<file path="src/rtl/cswt_pkg.sv">
package cswt_pkg;
  localparam int REG_W    = 32;
  localparam int WS_W     = 6;
  localparam int SET_W    = 2;
  localparam int WSP_LSB  = 0;
  localparam int WSS_LSB  = 8;
  localparam int SEC_BIT  = 15;
  localparam int SET_LSB  = 16;
  localparam int AUTO_BIT = 20;
  localparam int EN_BIT   = 24;

  typedef struct packed {
    logic             en;
    logic             auto_ack;
    logic [SET_W-1:0] setup;
    logic             sec_en;
    logic [WS_W-1:0]  ws_sec;
    logic [WS_W-1:0]  ws_pri;
  } cs_cfg_t;

  typedef enum logic [1:0] {ST_IDLE, ST_SETUP, ST_ACTIVE} cs_state_e;

  function automatic cs_cfg_t cfg_unpack(input logic [REG_W-1:0] w);
    cs_cfg_t c;
    c.ws_pri   = w[WSP_LSB +: WS_W];
    c.ws_sec   = w[WSS_LSB +: WS_W];
    c.sec_en   = w[SEC_BIT];
    c.setup    = w[SET_LSB +: SET_W];
    c.auto_ack = w[AUTO_BIT];
    c.en       = w[EN_BIT];
    return c;
  endfunction

  function automatic logic [REG_W-1:0] cfg_pack(input cs_cfg_t c);
    logic [REG_W-1:0] w;
    w = '0;
    w[WSP_LSB +: WS_W]   = c.ws_pri;
    w[WSS_LSB +: WS_W]   = c.ws_sec;
    w[SEC_BIT]           = c.sec_en;
    w[SET_LSB +: SET_W]  = c.setup;
    w[AUTO_BIT]          = c.auto_ack;
    w[EN_BIT]            = c.en;
    return w;
  endfunction

  function automatic cs_cfg_t cfg_reset(input logic boot);
    cs_cfg_t c;
    c = '0;
    if (boot) begin
      c.en       = 1'b1;
      c.auto_ack = 1'b1;
      c.setup    = '1;
      c.ws_pri   = '1;
    end
    return c;
  endfunction

  // wait count loaded for a beat; later beats may use the secondary count
  function automatic logic [WS_W-1:0] wait_reload(input cs_cfg_t c, input logic later);
    return (later && c.sec_en) ? c.ws_sec : c.ws_pri;
  endfunction

  localparam logic [REG_W-1:0] CFG_MASK = cfg_pack(cs_cfg_t'('1));
endpackage

</file>
<file path="src/rtl/cswt_cfg_reg.sv">
module cswt_cfg_reg
  import cswt_pkg::*;
#(
  parameter bit BOOT_CS = 1'b0
) (
  input  logic             clk,
  input  logic             rst_n,
  input  logic             we,
  input  logic [REG_W-1:0] wdata,
  output logic [REG_W-1:0] rdata,
  output cs_cfg_t          cfg
);
  cs_cfg_t cfg_q;

  always_ff @(posedge clk or negedge rst_n) begin
    if (!rst_n)  cfg_q <= cfg_reset(BOOT_CS);
    else if (we) cfg_q <= cfg_unpack(wdata);
  end

  assign cfg   = cfg_q;
  assign rdata = cfg_pack(cfg_q);
endmodule

</file>
<file path="src/rtl/cswt_setup_dly.sv">
module cswt_setup_dly
  import cswt_pkg::*;
(
  input  logic             clk,
  input  logic             rst_n,
  input  logic             load,
  input  logic [SET_W-1:0] setup_val,
  output logic             fire
);
  logic [SET_W-1:0] cnt_q;

  always_ff @(posedge clk or negedge rst_n) begin
    if (!rst_n)              cnt_q <= '0;
    else if (load)           cnt_q <= setup_val;
    else if (cnt_q != '0)    cnt_q <= cnt_q - 1'b1;
  end

  // chip-select rises at the edge that ends the cycle in which fire is high
  assign fire = (load && setup_val == '0) || (cnt_q == SET_W'(1));
endmodule

</file>
<file path="src/rtl/cswt_wait_cnt.sv">
module cswt_wait_cnt
  import cswt_pkg::*;
#(
  parameter int BEAT_W = 3
) (
  input  logic              clk,
  input  logic              rst_n,
  input  logic              arm,
  input  logic              active,
  input  cs_cfg_t           cfg,
  input  logic [BEAT_W-1:0] beats_total,
  input  logic              ext_ack,
  output logic              beat_done,
  output logic              last_beat,
  output logic              wait_zero
);
  logic [WS_W-1:0]   wcnt_q;
  logic [BEAT_W-1:0] beat_idx_q;
  logic              int_ack;
  logic              ext_term;

  assign wait_zero = (wcnt_q == '0);
  assign int_ack   = active && cfg.auto_ack && wait_zero;
  assign ext_term  = active && !cfg.auto_ack && ext_ack;
  assign beat_done = int_ack || ext_term;
  assign last_beat = (beat_idx_q == beats_total - 1'b1);

  always_ff @(posedge clk or negedge rst_n) begin
    if (!rst_n) begin
      wcnt_q     <= '0;
      beat_idx_q <= '0;
    end else if (arm) begin
      wcnt_q     <= wait_reload(cfg, 1'b0);
      beat_idx_q <= '0;
    end else if (beat_done) begin
      wcnt_q     <= wait_reload(cfg, 1'b1);
      beat_idx_q <= beat_idx_q + 1'b1;
    end else if (active && !wait_zero) begin
      wcnt_q     <= wcnt_q - 1'b1;
    end
  end
endmodule

</file>
<file path="src/rtl/cswt_top.sv">
module cswt_top
  import cswt_pkg::*;
#(
  parameter int BEAT_W  = 3,
  parameter bit BOOT_CS = 1'b0
) (
  input  logic              clk,
  input  logic              rst_n,
  input  logic              cfg_we,
  input  logic [31:0]       cfg_wdata,
  output logic [31:0]       cfg_rdata,
  input  logic              addr_latch,
  input  logic              burst,
  input  logic [BEAT_W-1:0] beats,
  input  logic              ext_ack,
  output logic              cs_act,
  output logic              beat_ack
);
  cs_cfg_t           cfg;
  cs_state_e         st_q, st_d;
  logic [BEAT_W-1:0] beats_q;
  logic              xfer_start;
  logic              cs_fire;
  logic              last_term;
  logic              wait_zero;
  logic              beat_done;

  cswt_cfg_reg #(.BOOT_CS(BOOT_CS)) u_cfg (
    .clk(clk), .rst_n(rst_n), .we(cfg_we), .wdata(cfg_wdata),
    .rdata(cfg_rdata), .cfg(cfg)
  );

  assign xfer_start = addr_latch && cfg.en && (st_q == ST_IDLE);

  cswt_setup_dly u_setup (
    .clk(clk), .rst_n(rst_n), .load(xfer_start),
    .setup_val(cfg.setup), .fire(cs_fire)
  );

  always_ff @(posedge clk or negedge rst_n) begin
    if (!rst_n)          beats_q <= BEAT_W'(1);
    else if (xfer_start) beats_q <= (burst && beats != '0) ? beats : BEAT_W'(1);
  end

  cswt_wait_cnt #(.BEAT_W(BEAT_W)) u_wait (
    .clk(clk), .rst_n(rst_n), .arm(cs_fire), .active(st_q == ST_ACTIVE),
    .cfg(cfg), .beats_total(beats_q), .ext_ack(ext_ack),
    .beat_done(beat_done), .last_beat(last_term), .wait_zero(wait_zero)
  );

  always_comb begin
    st_d = st_q;
    unique case (st_q)
      ST_IDLE:   if (cs_fire) st_d = ST_ACTIVE;
                 else if (xfer_start) st_d = ST_SETUP;
      ST_SETUP:  if (cs_fire) st_d = ST_ACTIVE;
      ST_ACTIVE: if (beat_done && last_term) st_d = ST_IDLE;
      default:   st_d = ST_IDLE;
    endcase
  end

  always_ff @(posedge clk or negedge rst_n) begin
    if (!rst_n) st_q <= ST_IDLE;
    else        st_q <= st_d;
  end

  assign cs_act   = (st_q == ST_ACTIVE);
  assign beat_ack = beat_done;
endmodule

</file>
<file path="config.mk">
export PLATFORM = sky130hd
export DESIGN_NAME = cswt_top
export DESIGN_NICKNAME = d
export VERILOG_FILES = /design/src/rtl/cswt_pkg.sv /design/src/rtl/cswt_cfg_reg.sv /design/src/rtl/cswt_setup_dly.sv /design/src/rtl/cswt_wait_cnt.sv /design/src/rtl/cswt_top.sv
export SDC_FILE = /design/constraint.sdc
export NUM_CORES = 1
export LEC_CHECK = 0
export ABC_AREA = 1
export BUFFER_PORTS_ARGS = -buffer_cell sky130_fd_sc_hd__buf_2
export CAP_MARGIN = 5
export CORE_MARGIN = 2
export CORE_UTILIZATION = 51
export CTS_BUF_LIST = sky130_fd_sc_hd__clkbuf_8
export CTS_CLUSTER_DIAMETER = 50
export DETAILED_ROUTE_END_ITERATION = 10
export GPL_TIMING_DRIVEN = 0
export PLACE_DENSITY_LB_ADDON = 0.08
export REMOVE_ABC_BUFFERS = 1
export SLEW_MARGIN = 40
export SYNTH_ARGS = -nofsm -noshare
export SYNTH_HDL_FRONTEND = slang
export SYNTH_SLANG_ARGS = --single-unit
</file>
<file path="constraint.sdc">
create_clock -name clk -period 2 [get_ports clk]
set_input_delay 0.4 -clock clk [delete_from_list [all_inputs] [get_ports clk]]
set_output_delay 0.4 -clock clk [all_outputs]
set_load 0.01 [all_outputs]
</file>
==> results of run 1 <==
[stage by stage]
stage	total power [mW]	hold slack, ns	cells	area (µm²)
after floorplan	2.307	0.1044	243	1976
after global placement	2.614	0.4690	337	2258
after detailed placement	2.672	0.4812	337	2258
after CTS	3.191	0.2103	345	2349
after global routing	3.513	0.07374	347	2374
final	3.203	0.05565	347	2374
[repair_timing]
action	CTS	global route
setup endpoints to repair	1	1
buffers inserted	0	2
resized for setup	1	2
[registers in the layout (all words and copies together), names as in the netlist]
| name | cells |
|---|---|
| u_wait.beat_idx_q | 3 |
| u_setup.cnt_q | 2 |
| st_q | 2 |
| u_cfg.cfg | 17 |
| u_wait.wcnt_q | 6 |
| beats_q | 3 |
[area by class of cell]
cell class	count	area, µm²	share of cell area, %
tap	50	62.56	2.636
inverter	26	100.1	4.217
multi-input combinational	184	1056	44.49
clock inverter	2	7.507	0.3163
timing repair buffer	46	237.7	10.02
clock buffer	6	82.58	3.479
sequential	33	827.0	34.84
[where the power goes]
| part | internal, mW | switching (mW) |
|---|---|---|
| clock network | 0.270 | 0.232 |
| logic | 0.660 | 0.987 |
| registers | 0.863 | 0.190 |
| total | 1.79 | 1.41 |
[cells in the final DEF (no fill, tap or decap), types with 2 or more instances in the layout]
cell type  instances
mux2_2            10
nand4_1            2
xnor2_1            3
nand2_2            3
nand3b_1           2
dfrtp_1           32
a21oi_1           10
inv_2              2
nor2_2             7
nor2_1            27
nand2_4            7
nand3_1           14
o21ai_0           15
nand2_1           50
conb_1            15
ha_1               5
clkbuf_8           6
buf_2             43
inv_1             25
nand3_4            2
o21bai_1           2
nor2_4             3
buf_4              3
[worst reg2reg max path: stages (launching register included)]
cell and delay [ns]:
dfrtp_1 0.37, inv_1 0.07, ha_1 0.20, inv_1 0.10, nand2_4 0.11, inv_4 0.16
nand3_4 0.21, nand2_1 0.11, inv_1 0.04, nand2_1 0.05, nand2_1 0.04
[synth_stat cells (4+ instances only)]
library cell and instances:
nand2_1 50, dfrtp_1 32, nor2_1 27, inv_1 24, buf_4 16, o21ai_0 15
nand3_1 14, a21oi_1 10, mux2_2 10, nor2_2 7, ha_1 6, nand2_4 6
nand2_2 4
[per-layer routing]
layer  global-route usage (%)  share of wire, %
met3                    6.579               6.4
met2                    30.39                43
met5                        0                 0
met1                    29.01                49
met4                    6.000               1.1
[worst min path at each step]
stage | to | from | cells after the start | slack [ns]
6_report | u_wait.wcnt_q[0] | rst_n | 1 | 0.06
5_1_grt | u_wait.wcnt_q[1] | rst_n | 1 | 0.07
4_1_cts | u_wait.wcnt_q[0] | rst_n | 1 | 0.21
3_5_place_dp | beats_q[1] | beats_q[1] | 2 | 0.48
3_3_place_gp | beats_q[1] | beats_q[1] | 2 | 0.47
2_1_floorplan | beats_q[1] | rst_n | 0 | 0.10
[logic make-up after synthesis]
family	count (synthesis)
and+or+nand+nor	119
buffers and inverters	47
DFF	33
AOI/OAI and AO/OA	30
muxes	10
adders and majority gates	6
xor gates and xnor gates	4
other	1
==> impl_results.md, run 1 <==
* Avg WL per Cell at 11.93 µm
* Die width at 67.86 µm
* Initial antenna violation count at 0
* Crit path depth at 7
* Synthesized area at around 2100 µm²
* Pins over their slew limit at 0
* Fmax at 530.2 MHz
* DR vias at roughly 1600
* R2R Path End: u_wait.wcnt_q[5]
* Root Buffer: clkbuf_8
* Final setup viols at 0
* Largest net degree at the start of global routing at 34
* Total clock sinks at 33
* Maximum root-to-sink buffer count at 2
* Slowest cell on crit path: dfrtp_1
* Die ar. at between 4000 and 5000 µm²
* Main area contributors after synthesis: dfrtp_1 39%, nand2_1 9.0%, buf_4 5.8%
* CTS H-tree depth at 2
* Hold crit path type: input port to async pin
* Fillers at 386
* Worst Path Arrival at about 1.5 ns
* Period utilization at 94.30%
* CP peak stage delay at 0.40 ns
* Row Count at 23
* Initial Util at 52.36%
* Power per cell area at 1349 nW/µm²
* Half-perimeter wire length after placement at 3037 µm
* Vias per cell at 4.738
* Synth unique cells at 32
* Layout cells sized above 1 at 30.30%
* Reg-to-reg startpoint: u_setup.cnt_q[1]
* Dominant cell type by area after synthesis: dfrtp_1
* GRT overflow at 0
* Worst-skew pair later-pin latency at 0.28 ns
* Final Wtd Congestion at 0.7757
* Simple-gate portion of the synthesized area at a little under 30%
* Post-synthesis sequential area ratio at between 30% and 40%
* Cells after Synth at between 200 and 300
* Post-synth top flop: dfrtp_1
* Fin crit period at 1.886 ns
* Antenna Violating Nets Remaining at 0
* Nets at roughly 340
* Final Worst Setup Slack at ~0.11 ns
* Core Util, Final at about three fifths
* Port buffer count at 44
* Worst-path fanout max at 7
* Crit path max-delay family: flip-flops
* DR iter-0 viols at 61
* Most used cell, CP: nand2_1
* Crit path launch: u_wait.wcnt_q[0]
* Critical path cell sequence: inv_2 > ha_2 > nand2_1 > nor2_1 > nand2_1 > nand2_4 > buf_2
* Post-synthesis compound-gate area fraction at 7.822%
* First-pass GRT wire length at 6893 µm
* Core area at 3971 µm²
* Clock Skew at 0.007242 ns
* P&R area growth vs syn at 14.14%
* Status: complete, no violations
* Worst path required time at 1.60 ns
* # hold bufs at CTS at 0
* Syn avg cell area at 8.318 µm²
* Lkg Pwr at 1.242 nW
* Setup TNS at 0 ns
* Vias in the first global route at 1481
* Max_cap viols at 0
* Detailed-router iteration count before antenna repair at 4
* Die height at 67.86 µm
* IO Count at 75
* Routed WL at 4140 µm
* Synth Area in XOR/XNOR at 1.685%
* Worst setup EP type: output port
* Largest family of logic cells by synthesized area: simple AND/OR/NAND/NOR gates
* All-Layer GR Usage at 20.58%
* Ys async rst share at between 90% and 100%
* DRC at 0
* ANT cells at 0
* Synthesized-area fraction occupied by adder cells at roughly 3.6%
* Multiplexer share of the synthesized area at around 5.4%
* Reg-to-reg slack, setup at 0.43 ns
* Hold Vio Cnt, Final at 0
* Startpoint Class: flip-flop
* Critical path buffer and inverter count at 2
* Clock transition at path regs at 0.07 ns
* Setup Slack @ Placement at 0.2614 ns
* Peak VDD IR at about 0.73 mV
* TritonCTS clock tree: done
* Yosys warns at 0
* Synth top area share at between 30% and 40%
* Crit path to: beat_ack
* Kind of critical path: flip-flop to output port
* Post-synth EDFFs at 0
* TritonCTS Buffers at 5
* Reg2reg path depth at 10
* Flops & latches, synth at 33
Note: power is estimated with default switching activity, not from simulation.
==> run 2, diff against run 1 <==
- ABC_AREA: 1 -> unset
==> impl_results.md, run 2 <==
* ANT cells at 0 (unchanged)
* Post-synth EDFFs at 0 (unchanged)
* Synth top area share at 41.16% (+2.6 points)
* Power per cell area at 1210 nW/µm² (-10%)
* Total clock sinks at 33 (unchanged)
* Fin crit period at 1.977 ns (+0.09113 ns)
* Die ar. at 4325 µm² (-6.1%)
* Pins over their slew limit at 0 (unchanged)
* Post-route cell area at 2380 µm² (+0.26%)
* Initial Util at 53.14% (+0.78 points)
* Die height at 65.77 µm (-3.1%)
* Worst-skew pair later-pin latency at 0.28 ns (about the same)
* Yosys warns at 0 (unchanged)
* TritonCTS clock tree: done
* First-pass GRT wire length at 7182 µm (+4.2%)
* GRT overflow at 0 (unchanged)
* Period utilization at 98.86% (+4.6 points)
* PnR Total Power at 2.880 mW (-10%)
* Hold crit path type: input port to async pin
* Most frequent cell after synthesis: dfrtp_1
* Fmax at 505.8 MHz (-4.6%)
* Worst path required time at 1.60 ns (about the same)
* Post-synthesis sequential area ratio at 42.51% (+2.7 points)
* Synth unique cells at 49 (+53%)
* Final hold slack at 0.1885 ns (+0.1329 ns)
* Area after DPL at 2145 µm² (-5.0%)
* Worst Path Arrival at 1.58 ns (+0.09 ns)
* DR vias at 1555 (-5.4%)
* Worst setup EP type: output port
* Most frequent cells in the layout: 43 x buf_2, 31 x dfrtp_1, 15 x mux2_2, 15 x conb_1
* Fillers at 312 (-19%)
* Critical path cell sequence: inv_2 > ha_4 > and4b_1 > a22oi_4 > inv_2 > buf_6
* Crit path max-delay family: flip-flops
* Ys async rst share at 100.0% (unchanged)
* Status: complete, no violations
* Final setup viols at 0 (unchanged)
* Synth cell count leaders: 32 x dfrtp_1, 15 x buf_4, 15 x mux2_2
* Vias per cell at 5.218 (+10%)
* Port buffer count at 44 (unchanged)
* Max_cap viols at 0 (unchanged)
* Nets at 296 (-14%)
* Cells after Synth at 190 (-24%)
* Syn avg cell area at 10.24 µm² (+23%)
* Antenna Violating Nets Remaining at 0 (unchanged)
* Detailed-router iteration count before antenna repair at 4 (unchanged)
* Peak VDD IR at 0.5679 mV (-22%)
* Setup TNS at 0 ns (unchanged)
* Row Count at 22 (-4.3%)
* Startpoint Class: flip-flop
* Largest net degree at the start of global routing at 34 (unchanged)
* Most used cell, CP: inv_2
* Worst slew pin tran at roughly 0.76 ns
* IO Count at 75 (unchanged)
* Critical path buffer and inverter count at 3 (+1)
* TritonCTS Buffers at 5 (unchanged)
* Flops & latches, synth at 33 (unchanged)
* Half-perimeter wire length after placement at 3100 µm (+2.1%)
* Lkg Pwr at 1.151 nW (-7.3%)
* Reg-to-reg startpoint: u_wait.wcnt_q[0]
* Hold Vio Cnt, Final at 0 (unchanged)
* RSZ-0062 raised after global routing: yes
* Slew HR at 49.48%
* Commonest non-fill, non-tap cell in the layout: buf_2
* DR iter-0 viols at 94 (+54%)
* Initial antenna violation count at 0 (unchanged)
* CP peak stage delay at 0.40 ns (about the same)
* Synthesized area at 1946 µm² (-6.4%)
* Routed WL at 4390 µm (+6.0%)
* Main area contributors after synthesis: dfrtp_1 41%, mux2_2 8.7%, buf_4 5.8%
* Vias in the first global route at 1474 (-0.47%)
* Final Wtd Congestion at 0.8356 (+7.7%)
* Max reg flops at 17 (unchanged)
* Layout cells sized above 1 at 38.40% (+8.1 points)
* # hold bufs at CTS at 0 (unchanged)
* Dominant cell type by area after synthesis: dfrtp_1
* Core Util, Final at 65.00% (+5.2 points)
* Clock transition at path regs at 0.07 ns (about the same)
* Die width at 65.77 µm (-3.1%)
* Root Buffer: clkbuf_8
* Core area at 3661 µm² (-7.8%)
* Worst-path fanout max at 4 (-3)
* Maximum root-to-sink buffer count at 2 (unchanged)
* Avg WL per Cell at 14.73 µm (+23%)
* P&R area growth vs syn at 22.31%
* Crit path launch: u_wait.wcnt_q[0]
* Post-synth top flop: dfrtp_1
* Clock Skew at 0.008880 ns (+0.001638 ns)
* DRC at 0 (unchanged)
* Slowest cell on crit path: dfrtp_1
* CTS H-tree depth at 2 (unchanged)
* Kind of critical path: flip-flop to output port
* All-Layer GR Usage at 22.08% (+1.5 points)
[run 2: per-stage QoR]
step / setup slack, ns / std cells
after detailed placement: -0.1375 / 276
after floorplan: 0.002602 / 184
after global routing: -0.04007 / 298
after CTS: 0.0002099 / 286
final: 0.02280 / 298
after global placement: -0.4188 / 276
[run 2: cell type report]
| cell class | count | area [µm²] | share of cell area [%] |
|---|---|---|---|
| Tap cell | 48 | 60.06 | 2.524 |
| Timing Repair Buffer | 58 | 331.6 | 13.93 |
| Multi-Input combinational cell | 138 | 1010 | 42.43 |
| Clock buffer | 7 | 96.34 | 4.048 |
| Inverter | 13 | 48.80 | 2.050 |
| Sequential cell | 33 | 828.3 | 34.81 |
| Clock inverter | 1 | 5.005 | 0.2103 |
[run 2: timing repair]
item,in CTS,in global routing
buffers inserted,2,12
gates resized for setup,5,2
pin swaps,2,4
setup endpoints to repair,5,3
[run 2: routing by layer]
layer	wire length, µm	GRT usage (%)	part of all wire [%]
met1	1997	31.31	45
met2	2140	33.84	49
met3	230	4.623	5.2
met4	22	6.771	0.50
met5	0	0	0
[run 2: kinds of logic (layout without fill, tap and decap cells)]
family	count (synthesis)	after routing	synth area share, %
other	1	15	0.1927
xor gates and xnor gates	8	8	3.601
and+or+nand+nor	53	53	14.28
muxes	20	20	11.25
buffers and inverters	33	79	9.711
DFF	33	33	42.51
adders and majority gates	6	6	3.858
AOI/OAI and AO/OA	36	36	14.60
[run 2: worst paths after layout]
| path | end | slack [ns] | depth (start not counted) |
|---|---|---|---|
| hold reg to reg | beats_q[2] | 0.49 | 2 |
| setup / recovery | beat_ack | 0.02 | 6 |
| setup reg to reg | u_wait.wcnt_q[2] | 0.16 | 8 |
| min in group clk | u_cfg.cfg[8] | 0.32 | 3 |
| hold / removal | u_wait.beat_idx_q[2] | 0.19 | 1 |
| max in group asynchronous | st_q[0] | 1.29 | 1 |
[run 2: worst register-to-register path, stage by stage, from the launching register on]
cell      delay [ns]
dfrtp_1         0.40
inv_2           0.08
ha_4            0.17
and4b_1         0.23
a22oi_4         0.23
buf_4           0.21
a21oi_1         0.06
a311oi_1        0.25
o32ai_1         0.11
[run 2: where the power goes]
part | switching [mW] | internal (mW)
clock network | 0.236 | 0.311
registers | 0.207 | 0.851
logic | 0.660 | 0.617
total | 1.10 | 1.78
==> run 3, diff against run 2 <==
- REMOVE_ABC_BUFFERS: 1 -> unset
==> impl_results.md, run 3 (synthesis results as in run 2) <==
* Worst-skew pair later-pin latency at 0.28 ns (about the same)
* Final Wtd Congestion at 0.8610 (+3.0%)
* Clock Power Share at 18.3% (-0.7 points)
* Port buffer count at 43 (-2.3%)
* DR iter-0 viols at 53 (-44%)
* GRT overflow at 0 (unchanged)
* Critical path cell sequence: inv_2 > ha_4 > and4b_1 > a22oi_4 > inv_2 > buf_2
* DR vias at 1576 (+1.4%)
* Peak VDD IR at 0.6370 mV (+12%)
* Reg power frac at 38.2% (+1.5 points)
* ANT cells at 0 (unchanged)
* Crit path max-delay family: flip-flops
* First-pass GRT wire length at 6851 µm (-4.6%)
* # hold bufs at CTS at 0 (unchanged)
* Kind of critical path: flip-flop to output port
* Placed Cells at 295 (+6.9%)
* Routed WL at 3981 µm (-9.3%)
* Maximum root-to-sink buffer count at 2 (unchanged)
* Die ar. at 4325 µm² (unchanged)
* Final setup viols at 0 (unchanged)
* Setup TNS at 0 ns (unchanged)
* Fmax at 522.7 MHz (+3.4%)
* Worst Path Arrival at 1.51 ns (-0.07 ns)
* Half-perimeter wire length after placement at 2996 µm (-3.4%)
* All-Layer GR Usage at 20.85% (-1.2 points)
* Most frequent cells in the layout: 44 x buf_2, 32 x dfrtp_1, 21 x buf_4
* Period utilization at 95.65% (-3.2 points)
* Fillers at 342 (+9.6%)
* Root Buffer: clkbuf_8
* Power per cell area at 1118 nW/µm² (-7.6%)
* CP peak stage delay at 0.37 ns (-0.03 ns)
* IO Count at 75 (unchanged)
* Slowest cell on crit path: dfrtp_1
* Worst-path fanout max at 6 (+2)
* Core area at 3661 µm² (unchanged)
* Lkg Pwr at 1.201 nW (+4.3%)
* Slew HR at 51.14% (+1.7 points)
* TritonCTS Buffers at 5 (unchanged)
* Initial antenna violation count at 0 (unchanged)
* DRC at 0 (unchanged)
* P&R area growth vs syn at 24.44%
* Most used cell, CP: inv_2
* Reg-to-reg slack, setup at 0.25 ns (+0.09 ns)
* Critical path buffer and inverter count at 3 (unchanged)
* Max_cap viols at 0 (unchanged)
* Pins over their slew limit at 0 (unchanged)
* P_sw at 1.032 mW (-6.3%)
* RSZ-0062 raised after global routing: no
* Worst path required time at 1.60 ns (about the same)
* Comb pwr share at 43.5% (-0.8 points)
* Fin crit period at 1.913 ns (-0.06416 ns)
* Reg2reg path depth at 6 (-2)
* Die width at 65.77 µm (unchanged)
* Total clock sinks at 33 (unchanged)
* Initial Util at 53.14% (unchanged)
* CTS H-tree depth at 2 (unchanged)
* Max reg flops at 17 (unchanged)
* Commonest non-fill, non-tap cell in the layout: buf_2
* Hold Vio Cnt, Final at 0 (unchanged)
* Hold crit path type: input port to async pin
* Largest net degree at the start of global routing at 34 (unchanged)
* Net Sw Frac at 38.13% (-0.13 points)
* TritonCTS clock tree: done
* Status: complete, no violations
* Final Worst Setup Slack at 0.08696 ns (+0.06416 ns)
* Vias in the first global route at 1457 (-1.2%)
* Die height at 65.77 µm (unchanged)
* Clock transition at path regs at 0.07 ns (about the same)
* Avg WL per Cell at 12.88 µm (-13%)
* Worst setup EP type: output port
* Startpoint Class: flip-flop
* Row Count at 22 (unchanged)
* Nets at 307 (+3.7%)
* Non-Filler Instances at 309 (+3.7%)
* Detailed-router iteration count before antenna repair at 4 (unchanged)
* Vias per cell at 5.100 (-2.3%)
* Design internal power at 1.675 mW (-5.8%)
* Reg-to-reg startpoint: st_q[1]
* Antenna Violating Nets Remaining at 0 (unchanged)
* Final hold slack at 0.1798 ns (-0.008771 ns)
* R2R Path End: u_wait.wcnt_q[2]
* Layout cells sized above 1 at 38.31% (-0.086 points)
* Clock Skew at 0.006708 ns (-0.002172 ns)
* Worst slew pin tran at 0.7329 ns (-0.02490 ns)
* Setup Slack @ Placement at -0.06104 ns (+0.07641 ns)
[run 3: cell count changes in the layout (fill, tap and decap cells not counted), sizes merged]
cell,before,now
buf,58,67
clkbuf,7,8
clkinv,1,0
inv,13,15
[run 3: how the worst max path moves through the flow]
stage,startpoint,to,slack [ns],cells after the start
global placement,u_wait.wcnt_q[0],beat_ack,-0.08,6
detailed placement,u_wait.wcnt_q[0],beat_ack,-0.06,6
global route,u_wait.wcnt_q[0],beat_ack,0.01,6
CTS,u_wait.wcnt_q[1],beat_ack,0.02,6
finish,u_wait.wcnt_q[0],beat_ack,0.09,6
floorplan,u_wait.wcnt_q[0],beat_ack,0.29,5
[run 3: layout make-up]
| cell class | count | area, µm² | share of cell area [%] |
|---|---|---|---|
| Buffer | 20 | 140.1 | 5.788 |
| Clock buffer | 6 | 82.58 | 3.411 |
| Clock inverter | 2 | 7.507 | 0.3101 |
| Inverter | 13 | 48.80 | 2.016 |
| Multi-Input combinational cell | 138 | 994.7 | 41.09 |
| Sequential cell | 33 | 827.0 | 34.16 |
| Tap cell | 48 | 60.06 | 2.481 |
| Timing Repair Buffer | 49 | 260.3 | 10.75 |
[run 3: per-layer routing]
layer  vias up  wire length, µm  global-route usage [%]
li1        783                -                       -
met1       734             1837                   28.60
met2        57             1856                   32.70
met3         2              271                   4.795
met4         0               16                   6.510
met5         -                0                       0
[run 3: power by group through the flow]
stage | registers [mW] | logic, mW | clock network (mW)
after floorplan | 1.03 | 0.831 | 0
after global placement | 1.05 | 1.06 | 0
after detailed placement | 1.05 | 1.08 | 0
after CTS | 1.03 | 1.16 | 0.518
after global routing | 1.06 | 1.32 | 0.556
final | 1.04 | 1.18 | 0.496
[run 3: metrics by stage]
stage	total power, mW	instance area, µm²	util, %
4_1_cts	2.713	2399	65.52
3_3_place_gp	2.112	2273	62.10
2_1_floorplan	1.861	1998	-
5_1_grt	2.945	2421	66.13
6_report	2.708	2421	66.13
3_5_place_dp	2.133	2273	62.10
[run 3: what timing repair did]
action | 4_1_cts | 5_1_grt
endpoints found under the setup margin | 1 | 1
buffers inserted | 3 | 3
gates resized for setup | 3 | 1
pin swaps | 1 | 1
[run 3: worst register-to-register path, cell delays in order, from the launching register on]
cell and delay (ns):
dfrtp_1 0.46, nor4bb_1 0.26, buf_2 0.24, nand2_1 0.07, nand2_1 0.30, a311oi_1 0.09, o32ai_1 0.23
